<file path="src/rtl/los_pkg.sv">
package los_pkg;

    typedef enum logic {
        POL_ZERO = 1'b0,
        POL_ONE  = 1'b1
    } line_pol_e;

    typedef struct packed {
        logic      uniform;
        line_pol_e pol;
    } word_class_t;

    typedef enum logic [1:0] {
        STEP_HOLD,
        STEP_CLEAR,
        STEP_EXTEND,
        STEP_RESTART
    } run_step_e;

    // Choose what the run counter does with the word on offer this cycle.
    function automatic run_step_e decide_step(
        input logic        vld,
        input word_class_t wc,
        input line_pol_e   pol_q,
        input logic        run_empty
    );
        run_step_e s;
        if (!vld) begin
            s = STEP_HOLD;
        end else if (!wc.uniform) begin
            s = STEP_CLEAR;
        end else if (run_empty || (wc.pol == pol_q)) begin
            s = STEP_EXTEND;
        end else begin
            s = STEP_RESTART;
        end
        return s;
    endfunction

endpackage

</file>
<file path="src/rtl/los_word_classifier.sv">
module los_word_classifier
    import los_pkg::*;
#(
    parameter int WORD_W = 10
) (
    input  logic [WORD_W-1:0] word,
    output word_class_t       wc
);

    logic all_one;
    logic all_zero;

    assign all_one  = &word;
    assign all_zero = ~(|word);

    always_comb begin
        wc.uniform = all_one | all_zero;
        wc.pol     = all_one ? POL_ONE : POL_ZERO;
    end

endmodule

</file>
<file path="src/rtl/los_run_counter.sv">
module los_run_counter
    import los_pkg::*;
#(
    parameter int RUN_WORDS = 12,
    parameter int CNT_W     = $clog2(RUN_WORDS + 1)
) (
    input  logic             clk,
    input  logic             rst,
    input  logic             vld,
    input  word_class_t      wc,
    output logic [CNT_W-1:0] cnt_q,
    output logic             hit
);

    localparam logic [CNT_W-1:0] CNT_MAX = CNT_W'(RUN_WORDS);
    localparam logic [CNT_W-1:0] CNT_ONE = CNT_W'(1);

    line_pol_e        pol_q;
    line_pol_e        pol_d;
    logic [CNT_W-1:0] cnt_d;
    run_step_e        step;

    assign step = decide_step(vld, wc, pol_q, (cnt_q == '0));

    always_comb begin
        cnt_d = cnt_q;
        pol_d = pol_q;
        unique case (step)
            STEP_HOLD: begin
                cnt_d = cnt_q;
            end
            STEP_CLEAR: begin
                cnt_d = '0;
            end
            STEP_EXTEND: begin
                cnt_d = (cnt_q == CNT_MAX) ? CNT_MAX : cnt_q + CNT_ONE;
                pol_d = wc.pol;
            end
            STEP_RESTART: begin
                cnt_d = CNT_ONE;
                pol_d = wc.pol;
            end
            default: begin
                cnt_d = cnt_q;
            end
        endcase
    end

    // Threshold reached by the word presented this cycle.
    assign hit = (cnt_d == CNT_MAX) && (cnt_q != CNT_MAX);

    always_ff @(posedge clk) begin
        if (rst) begin
            cnt_q <= '0;
            pol_q <= POL_ZERO;
        end else begin
            cnt_q <= cnt_d;
            pol_q <= pol_d;
        end
    end

endmodule

</file>
<file path="src/rtl/run_los_detector.sv">
module run_los_detector
    import los_pkg::*;
#(
    parameter int WORD_W    = 10,
    parameter int RUN_WORDS = 12
) (
    input  logic              clk,
    input  logic              rst,
    input  logic              word_vld,
    input  logic [WORD_W-1:0] word,
    output logic              los_flag
);

    localparam int CNT_W = $clog2(RUN_WORDS + 1);
    localparam logic [CNT_W-1:0] CNT_MAX = CNT_W'(RUN_WORDS);

    word_class_t      wc;
    logic [CNT_W-1:0] cnt_q;
    logic             hit;

    los_word_classifier #(
        .WORD_W (WORD_W)
    ) u_class (
        .word (word),
        .wc   (wc)
    );

    los_run_counter #(
        .RUN_WORDS (RUN_WORDS),
        .CNT_W     (CNT_W)
    ) u_run (
        .clk   (clk),
        .rst   (rst),
        .vld   (word_vld),
        .wc    (wc),
        .cnt_q (cnt_q),
        .hit   (hit)
    );

    // Saturated count holds the flag; the hit term raises it without delay.
    assign los_flag = (cnt_q == CNT_MAX) | hit;

endmodule

</file>
<file path="config.mk">
export PLATFORM = sky130hd
export DESIGN_NAME = run_los_detector
export DESIGN_NICKNAME = d
export VERILOG_FILES = /design/src/rtl/los_pkg.sv /design/src/rtl/los_word_classifier.sv /design/src/rtl/los_run_counter.sv /design/src/rtl/run_los_detector.sv
export SDC_FILE = /design/constraint.sdc
export NUM_CORES = 1
export LEC_CHECK = 0
export BUFFER_PORTS_ARGS = -buffer_cell sky130_fd_sc_hd__buf_2
export CORE_AREA = 4 4 41 43
export CTS_CLUSTER_DIAMETER = 100
export DETAILED_ROUTE_END_ITERATION = 10
export DIE_AREA = 0 0 45 47
export SYNTH_ARGS = -nofsm -noshare
export SYNTH_HDL_FRONTEND = slang
export SYNTH_SLANG_ARGS = --single-unit
</file>
<file path="constraint.sdc">
create_clock -name clk -period 2.72 [get_ports clk]
set_input_delay 0.272 -clock clk [delete_from_list [all_inputs] [get_ports clk]]
set_output_delay 0.272 -clock clk [all_outputs]
set_load 0.01 [all_outputs]
</file>
Yosys cells after proc, flatten, opt, wreduce, memory -nomap -nowiden
Cells that the tools add are included.
{"block": "totals", "out_inout_bits": 1, "wordCells": 26, "ff_bits": 5, "in_bits": 13}
{"block": "op_classes", "reduce_logical": 7, "muxes": 6, "n_eq_ne": 7, "addsub": 1, "bitwise_logic": 3}
{"op": "one-hot mux 4 bit (4 select lines)", "n": 1}
{"op": "AND reduction 10 bit", "n": 1}
{"op": "OR reduction 10 bit", "n": 1}
{"op": "equality test 4 bit, second input constant", "n": 2}
{"op": "adder 4 x 1 -> 4 bit, second input constant", "n": 1}
{"op": "equality test 2 bit, second input constant", "n": 2}
{"op": "logical NOT 4 bit", "n": 1}
{"op": "two-way mux 2 bit", "n": 2}
{"op": "two-way mux 4 bit", "n": 1}
{"op": "!= test 4 bit, second input constant", "n": 1}
{"op": "equality test 2 x 1 -> 1 bit, second input constant", "n": 1}
{"op": "logical NOT 2 bit", "n": 1}
{"op": "two-way mux 1 bit", "n": 2}
{"op": "OR 1 bit", "n": 2}
{"op": "OR reduction 2 bit", "n": 1}
{"op": "equality test 1 bit", "n": 1}
{"op": "logical AND 1 bit", "n": 1}
{"op": "logical OR 1 bit", "n": 1}
{"op": "NOT 1 bit", "n": 1}

Logic depth before layout (Yosys ltp)
Gate-level depths: netlist (run 1).
{"block": "logic_depth", "word_depth": 12, "mapped_depth": 7, "mapped_depth_nobuf": 6}

Cells and area by module
From an unflattened synthesis (run 1), not the netlist that was laid out.
{"block": "hier_totals", "cells_unflattened": 57, "area_unflattened_um2": 417.9}
{"mod": "los_run_counter", "instances": 1, "cells_each": 46, "seq_area_each_um2": 100.1, "area_per_inst_um2": 346.6}
{"mod": "los_word_classifier", "instances": 1, "cells_each": 9, "seq_area_each_um2": 0.0, "area_per_inst_um2": 58.8}
{"mod": "run_los_detector", "instances": 1, "cells_each": 2, "seq_area_each_um2": 0.0, "area_per_inst_um2": 12.5}

Least setup slack after synthesis (run 1)
Ideal clock, no wire load.
{"block": "synth_path", "path_kind": "input to output", "from": "input port word[0]", "to": "output port los_flag", "required_ps": 2448, "n_path_buf": 1, "path_stages": 7, "arrival_ps": 1775, "setup_slack_ps": 673, "path_cell_list": "nand4_1 > or4_1 > and2_4 > buf_6 > a311oi_2 > o22ai_1 > o31ai_2"}
{"block": "synth_between", "elab_chain_len": 12, "elab_cells_between_ends": 18, "classes_between": "eq/ne (5); mux (5); bitwise (3); reduce/logical (5)"}
{"item": "start: declaration", "line_no": "run_los_detector.sv:10", "source": "input logic [WORD_W-1:0] word,"}
{"item": "AND reduction 10 bit", "line_no": "los_word_classifier.sv:13", "source": "assign all_one = &word;"}
{"item": "two-way mux 1 bit", "line_no": "los_word_classifier.sv:18", "source": "wc.pol = all_one ? POL_ONE : POL_ZERO;"}
{"item": "equality test 1 bit", "line_no": "los_pkg.sv:32", "source": "end else if (run_empty || (wc.pol == pol_q)) begin"}
{"item": "logical OR 1 bit", "line_no": "los_pkg.sv:32"}
{"item": "two-way mux 1 bit", "line_no": "los_pkg.sv:32"}
{"item": "two-way mux 2 bit *", "line_no": "los_pkg.sv:30", "source": "end else if (!wc.uniform) begin"}
{"item": "two-way mux 2 bit *", "line_no": "los_pkg.sv:28", "source": "if (!vld) begin"}
{"item": "equality test 2 bit (tied with other cells)", "line_no": "los_run_counter.sv:28", "source": "unique case (step)"}
{"item": "one-hot mux 4 bit (4 select lines) *", "line_no": "los_run_counter.sv:28"}
{"item": "equality test 4 bit *", "line_no": "los_run_counter.sv:50", "source": "assign hit = (cnt_d == CNT_MAX) && (cnt_q != CNT_MAX);"}
{"item": "logical AND 1 bit *", "line_no": "los_run_counter.sv:50"}
{"item": "OR 1 bit *", "line_no": "run_los_detector.sv:41", "source": "assign los_flag = (cnt_q == CNT_MAX) | hit;"}
{"item": "end: declaration", "line_no": "run_los_detector.sv:11", "source": "output logic los_flag"}
Mark *: on every way between the ends. The rest lies on a longest branch, timed or not.

Final worst setup path (run 1)
{"block": "layout_path", "from": "register u_run.pol_q", "to": "output port los_flag"}
{"block": "layout_between", "elab_chain_len": 10, "elab_cells_between_ends": 13, "classes_between": "eq/ne (5); mux (4); bitwise (1); reduce/logical (3)"}
{"item": "start: declaration", "line_no": "los_run_counter.sv:18", "source": "line_pol_e pol_q;"}
{"item": "start signal: assignment", "line_no": "los_run_counter.sv:58", "source": "pol_q <= pol_d;"}
{"item": "equality test 1 bit *", "line_no": "los_pkg.sv:32"}
{"item": "logical OR 1 bit *", "line_no": "los_pkg.sv:32"}
{"item": "two-way mux 1 bit *", "line_no": "los_pkg.sv:32"}
{"item": "two-way mux 2 bit *", "line_no": "los_pkg.sv:30"}
{"item": "two-way mux 2 bit *", "line_no": "los_pkg.sv:28"}
{"item": "equality test 2 bit (tied with other cells)", "line_no": "los_run_counter.sv:28"}
{"item": "one-hot mux 4 bit (4 select lines) *", "line_no": "los_run_counter.sv:28"}
{"item": "equality test 4 bit *", "line_no": "los_run_counter.sv:50"}
{"item": "logical AND 1 bit *", "line_no": "los_run_counter.sv:50"}
{"item": "OR 1 bit *", "line_no": "run_los_detector.sv:41"}
Marks and branches as above.

==> key figures, run 1 <==
Setup path
  • Startpoint types: register
  • Worst Setup End Kind: output pin
  • CP Max Fanout: 7
  • Critical Path RT: around 2.5 ns
  • Max stage delay on crit path: between 0.5 and 0.6 ns
  • Worst EP arrival: ~2 ns
  • Slowest cell on crit path: or4_1
  • Buf/Inv on CP: 1
  • WS Path Type: reg -> out
  • Critical path's top delay family: compound AO/OA/AOI/OAI gates
  • Critical Path, Cell by Cell: or4_1 -> a22oi_2 -> nor3_1 -> o22ai_1 -> o31ai_2 -> buf_2

Power and ir drop
  • P per Cell Area: around 360 mW/mm^2
  • Seq pwr share: 0.418
  • Max rail drop VDD: ~0.21 mV
  • Leakage: roughly 0.17 nW
  • Int Power: 0.137 mW
  • Clock power frac: 0.493
  • P_sw: just under 0.04 mW
  • Sw Ratio: 0.224
  • Combinational share of power: 0.089

Logic synthesis
  • Register area share after synthesis: 0.259
  • Avg Inst Size Synth: 7.89 um^2
  • Yosys reg bits: 5
  • Post-Syn Nets: 64
  • Synth Instances: 49
  • Yosys warns: 0
  • Library cells used by synthesis: 24
  • Synthesized cell area: between 300 and 400 um^2

Route
  • DR pass1 iterations: 3
  • DRC: 0
  • Vias per cell: ~5.5
  • Avg WL per Cell: ~11 um
  • Drt total wl: slightly above 900 um
  • Vias: ~440
  • Final ANT Viol Nets: 0
  • First DRT Iteration DRCs: 12

Timing
  • Max Clock Skew: roughly 0.0040 ns
  • RSZ-0062 raised after global routing: false
  • Fmax: 0.440 GHz
  • Final Critical Period: 2.27 ns
  • Max-slew violation count: 0
  • Final hold vios: 0
  • Slew HR: 0.752
  • Fin worst setup slack: about 0.45 ns
  • Setup violations, final: 0
  • Crit share post-route: 0.836
  • Setup TNS: 0 ns
  • Worst Max-Slew Pin Slew: around 0.37 ns

Clocking
  • Root Buffer: clkbuf_4
  • Clock latency on the worst-skew pair: ~0.24 ns
  • Clk slew on worst S/H paths: around 0.04 ns
  • # clock sinks: 5
  • Inserted Clock Buffers: 3
  • CTS max path bufs: 2
  • Post-CTS sizing: 0
  • Hold Buf Count CTS: 0
  • H-tree levels: 1
  • CTS tree: yes
  • Post-CTS Setup Inserts: 0

Hold path
  • Worst hold path class: in -> reg

Finish
  • Antenna Cells: 0
  • Highest-count cells in the layout ignoring fill and taps: buf_2, nand2_1, dfxtp_1
  • Leading cell type in the layout, fill and taps excluded: buf_2
  • Fin util: 0.373
  • Area Overhead vs Synth: 25.6%
  • Nets: 81
  • Layout cells sized above 1: 0.323
  • FILL cells: roughly 150

Floorplanning
  • Die area: between 0.002 and 0.0025 mm^2
  • Core area: around 0.0013 mm^2
  • Die Y: around 47 um
  • Die Width: about 45 um
  • Initial Util: 0.297
  • I/O pin cnt: 14
  • Cell Rows: 13

Place
  • Post-Place Setup Slack: slightly above 0.5 ns
  • I/O Buffers: 13
  • GPL Wtd Cong: between 0.7 and 0.8
  • DP HPWL: roughly 720 um

Global route
  • First-pass GRT wire length: approximately 1600 um
  • Total GRT Usage: 0.104
  • Vias in the first global route: just under 400
  • Antenna violations before repair: 0
  • Grt total ovfl: 0
  • Pin count of the biggest net entering global routing: 8

Job
  • Maximum Capacitance Violations: 0

Status
  • Outcome: completed
power by group through the flow:
stage,clock (mW),combinational [mW],sequential [mW]
floorplan,0,0.00341,0.0749
global placement,0,0.0155,0.0749
detailed placement,0,0.0157,0.0749
CTS,0.0908,0.0157,0.0736
global route,0.0954,0.0172,0.0735
finish,0.0869,0.0157,0.0736
routing by layer:
metal / global-route usage / share of wire
met1: 0.114 / 0.44
met2: 0.172 / 0.49
met3: 0.0690 / 0.068
met4: 0.0175 / 0
met5: 0 / 0
through the flow:
step           power, mW  instance area, um^2  cells  hold WS (ns)
2_1_floorplan     0.0783                  387     49         0.341
3_3_place_gp      0.0904                  459     76         0.466
3_5_place_dp      0.0906                  459     76         0.466
4_1_cts            0.180                  485     80         0.252
5_1_grt            0.186                  485     80         0.272
6_report           0.176                  485     80         0.257
sequential cells by signal, indices dropped and copies added (netlist names):
register	flops
u_run.pol_q	1
u_run.cnt_q	4
logic make-up (layout without fill, tap and decap cells):
kind of cell | after synthesis | after routing | synth area share
buf+inv | 4 | 20 | 0.0582
compound gates | 12 | 12 | 0.246
fa+ha+maj | 2 | 2 | 0.0647
flops | 5 | 5 | 0.259
simple gates | 26 | 26 | 0.372
worst paths after layout:
| path | cells after the start | endpoint | slack [ns] | start |
|---|---|---|---|---|
| max reg2reg | 5 | u_run.cnt_q[3] | 0.99 | u_run.pol_q |
| max | 6 | los_flag | 0.45 | u_run.pol_q |
| min reg2reg | 2 | u_run.pol_q | 0.47 | u_run.pol_q |
| min | 2 | u_run.pol_q | 0.26 | rst |
synth_stat cells, drive strengths merged:
cell	n	area, um^2
a21oi	3	15.0
a22oi	1	12.5
a311oi	1	15.0
a31oi	1	6.26
and2	1	8.76
buf	1	11.3
dfxtp	5	100
ha	2	25.0
inv	3	11.3
nand2	5	18.8
nand3	3	15.0
nand4	2	12.5
nor2	4	15.0
nor3	4	20.0
nor3b	2	15.0
nor4	1	6.26
nor4b	1	8.76
o21bai	1	7.51
o22ai	3	18.8
o31ai	2	20.0
or3b	1	8.76
or4	2	15.0
cell type report:
cell class | count | area (um^2) | share of cell area
sequential | 5 | 100 | 0.206
timing repair buffer | 13 | 65.1 | 0.134
clock buffer | 4 | 26.3 | 0.0541
tap | 15 | 18.8 | 0.0387
inverter | 3 | 11.3 | 0.0232
multi-input combinational | 40 | 264 | 0.544
worst reg2reg max path: cells and delay by family, from the launching register on:
kind | cells | cell delay, ns
AO/OA/AOI/OAI | 2 | 0.61
flip-flops | 1 | 0.31
AND/OR/NAND/NOR | 3 | 0.69
(Power assumes the default switching activity.)
==> run 2, diff against run 1 <==
==> constraint.sdc (replaced) <==
create_clock -name clk -period 2.3 [get_ports clk]
set_input_delay 0.23 -clock clk [delete_from_list [all_inputs] [get_ports clk]]
set_output_delay 0.23 -clock clk [all_outputs]
set_load 0.01 [all_outputs]
==> run 2 against run 1 <==
Effect of this change: combinational power increased by 17%; via count fell by 0.23%; final cell count grew 2.5%; sequential cell count did not move; wire length decreased by 3.7%; die area stayed put; clock-buffer cell count did not move; critical path depth is 1 higher; worst hold slack got worse by 0.039 ns; largest cell class unchanged; sequential share of layout area down 0.62 points.
==> key figures, run 2 (synthesized netlist as in run 1, its figures left out) <==
Clocking
  • H-tree levels: 1
  • # clock sinks: 5
  • Clk slew on worst S/H paths: 0.04 ns
  • CTS tree: yes
  • Clock latency on the worst-skew pair: between 0.2 and 0.25 ns
  • Inserted Clock Buffers: 3
  • Root Buffer: clkbuf_4
  • Hold Buf Count CTS: 0
  • Post-CTS sizing: 0
  • CTS max path bufs: 2

Route
  • Vias: roughly 440
  • DR pass1 iterations: 4
  • DRC: 0
  • First DRT Iteration DRCs: 9
  • Drt total wl: 882 um
  • Final ANT Viol Nets: 0
  • Avg WL per Cell: roughly 11 um
  • Vias per cell: ~5.3

Global route
  • Pin count of the biggest net entering global routing: 8
  • Vias in the first global route: around 400
  • First-pass GRT wire length: ~1600 um
  • Antenna violations before repair: 0
  • Total GRT Usage: 0.100
  • Grt total ovfl: 0

Setup path
  • Worst Setup End Kind: output pin
  • R2R Path End: u_run.cnt_q[2]
  • WS Path Type: reg -> out
  • Critical path origin: u_run.pol_q
  • FF-to-FF Start: u_run.pol_q
  • Critical Path RT: around 2.1 ns
  • Reg2Reg Setup Slack: 0.67 ns
  • Slowest cell on crit path: or4_1
  • Critical Path, Cell by Cell: or4_1 -> a22oi_2 -> buf_4 -> a311oi_2 -> o22ai_1 -> o31ai_2 -> buf_2
  • Max stage delay on crit path: between 0.5 and 0.6 ns
  • Startpoint types: register
  • CP Max Fanout: 5
  • Number of cells on the worst reg-to-reg path: 6
  • Worst EP arrival: 1.92 ns

Power and ir drop
  • Combinational share of power: 0.091
  • Sw Ratio: 0.202
  • Max rail drop VDD: between 0.2 and 0.25 mV
  • Leakage: around 0.18 nW
  • P_sw: between 0.04 and 0.05 mW
  • Int Power: roughly 0.16 mW
  • P per Cell Area: 404 mW/mm^2
  • Clock power frac: 0.479
  • Seq pwr share: 0.430

Timing
  • Final hold vios: 0
  • Fin worst setup slack: 0.151 ns
  • Max Clock Skew: 0.000515 ns
  • Setup TNS: 0 ns
  • Crit share post-route: 0.934
  • Max-slew violation count: 0
  • Slew HR: 0.813
  • Fmax: 0.465 GHz
  • RSZ-0062 raised after global routing: false
  • Final Critical Period: 2.15 ns
  • Setup violations, final: 0
  • Worst Max-Slew Pin Slew: ~0.28 ns
  • Hold WS: roughly 0.22 ns

Status
  • Outcome: completed

Finish
  • Highest-count cells in the layout ignoring fill and taps: buf_2, nand2_1, dfxtp_1
  • Layout cells sized above 1: 0.343
  • Max reg flops: 4
  • FILL cells: roughly 150
  • Seq. cell area: about 100 um^2
  • Top Registers: u_run.cnt_q (4), u_run.pol_q (1)
  • Nets: 83
  • Antenna Cells: 0
  • Multi-input gate area: about 260 um^2
  • Fin area: ~500 um^2
  • Reg with most FFs: u_run.cnt_q
  • Fin util: 0.385
  • Area Overhead vs Synth: 29.4%
  • Leading cell type in the layout, fill and taps excluded: buf_2

Floorplanning
  • Die Y: around 47 um
  • I/O pin cnt: 14
  • Cell Rows: 13
  • Die area: approximately 0.0021 mm^2
  • Die Width: 45 um
  • Core area: between 0.001 and 0.0015 mm^2
  • Initial Util: 0.297

Hold path
  • Hold Crit Endpoint: u_run.pol_q
  • Worst hold path class: in -> reg
  • Hold-critical path depth: 2
  • Min-delay src: rst

Place
  • DP HPWL: slightly above 700 um
  • I/O Buffers: 13
  • Post-Place Setup Slack: ~0.17 ns
  • GPL Wtd Cong: 0.753
  • Placed cell areas: approximately 460 um^2

Job
  • Maximum Capacitance Violations: 0
## run 2: power by group through the flow
stage                     Clock (mW)  Sequential, mW  Combinational [mW]
after floorplan                    0          0.0886             0.00404
after global placement             0          0.0886              0.0182
after detailed placement           0          0.0886              0.0184
after CTS                      0.102          0.0871              0.0185
after global routing           0.110          0.0868              0.0209
final                         0.0969          0.0871              0.0183
## run 2: worst max path at each step
| stage | to | slack, ns | depth (start not counted) |
|---|---|---|---|
| after floorplan | los_flag | 0.34 | 7 |
| after global placement | los_flag | 0.15 | 8 |
| after detailed placement | los_flag | 0.17 | 8 |
| after CTS | los_flag | 0.07 | 6 |
| after global routing | los_flag | 0.008 | 8 |
| final | los_flag | 0.15 | 7 |
## run 2: critical path: cells and delay by family (launching register included)
kind / cells / cell delay, ns
AOI/OAI and AO/OA: 4 / 0.54
DFF: 1 / 0.31
buffers and inverters: 2 / 0.31
and+or+nand+nor: 1 / 0.53
## run 2: per-stage QoR
| step | power, mW | cells |
|---|---|---|
| after floorplan | 0.0926 | 49 |
| after global placement | 0.107 | 76 |
| after detailed placement | 0.107 | 76 |
| after CTS | 0.207 | 80 |
| after global routing | 0.218 | 82 |
| final | 0.202 | 82 |
## run 2: layer usage
metal,track usage,part of all wire
met4,0.0702,0.0091
met1,0.130,0.44
met2,0.153,0.48
met5,0,0
met3,0.0153,0.068
## run 2: cell type report
cell class | count | share of cell area
Multi-Input combinational cell | 40 | 0.527
Clock buffer | 4 | 0.0525
Inverter | 3 | 0.0225
Sequential cell | 5 | 0.200
Tap cell | 15 | 0.0375
Timing Repair Buffer | 15 | 0.160
## run 2: repair_timing
item / CTS / global route
endpoints found under the hold margin: 0 / 0
buffers inserted: 0 / 2
endpoints found under the setup margin: 0 / 1
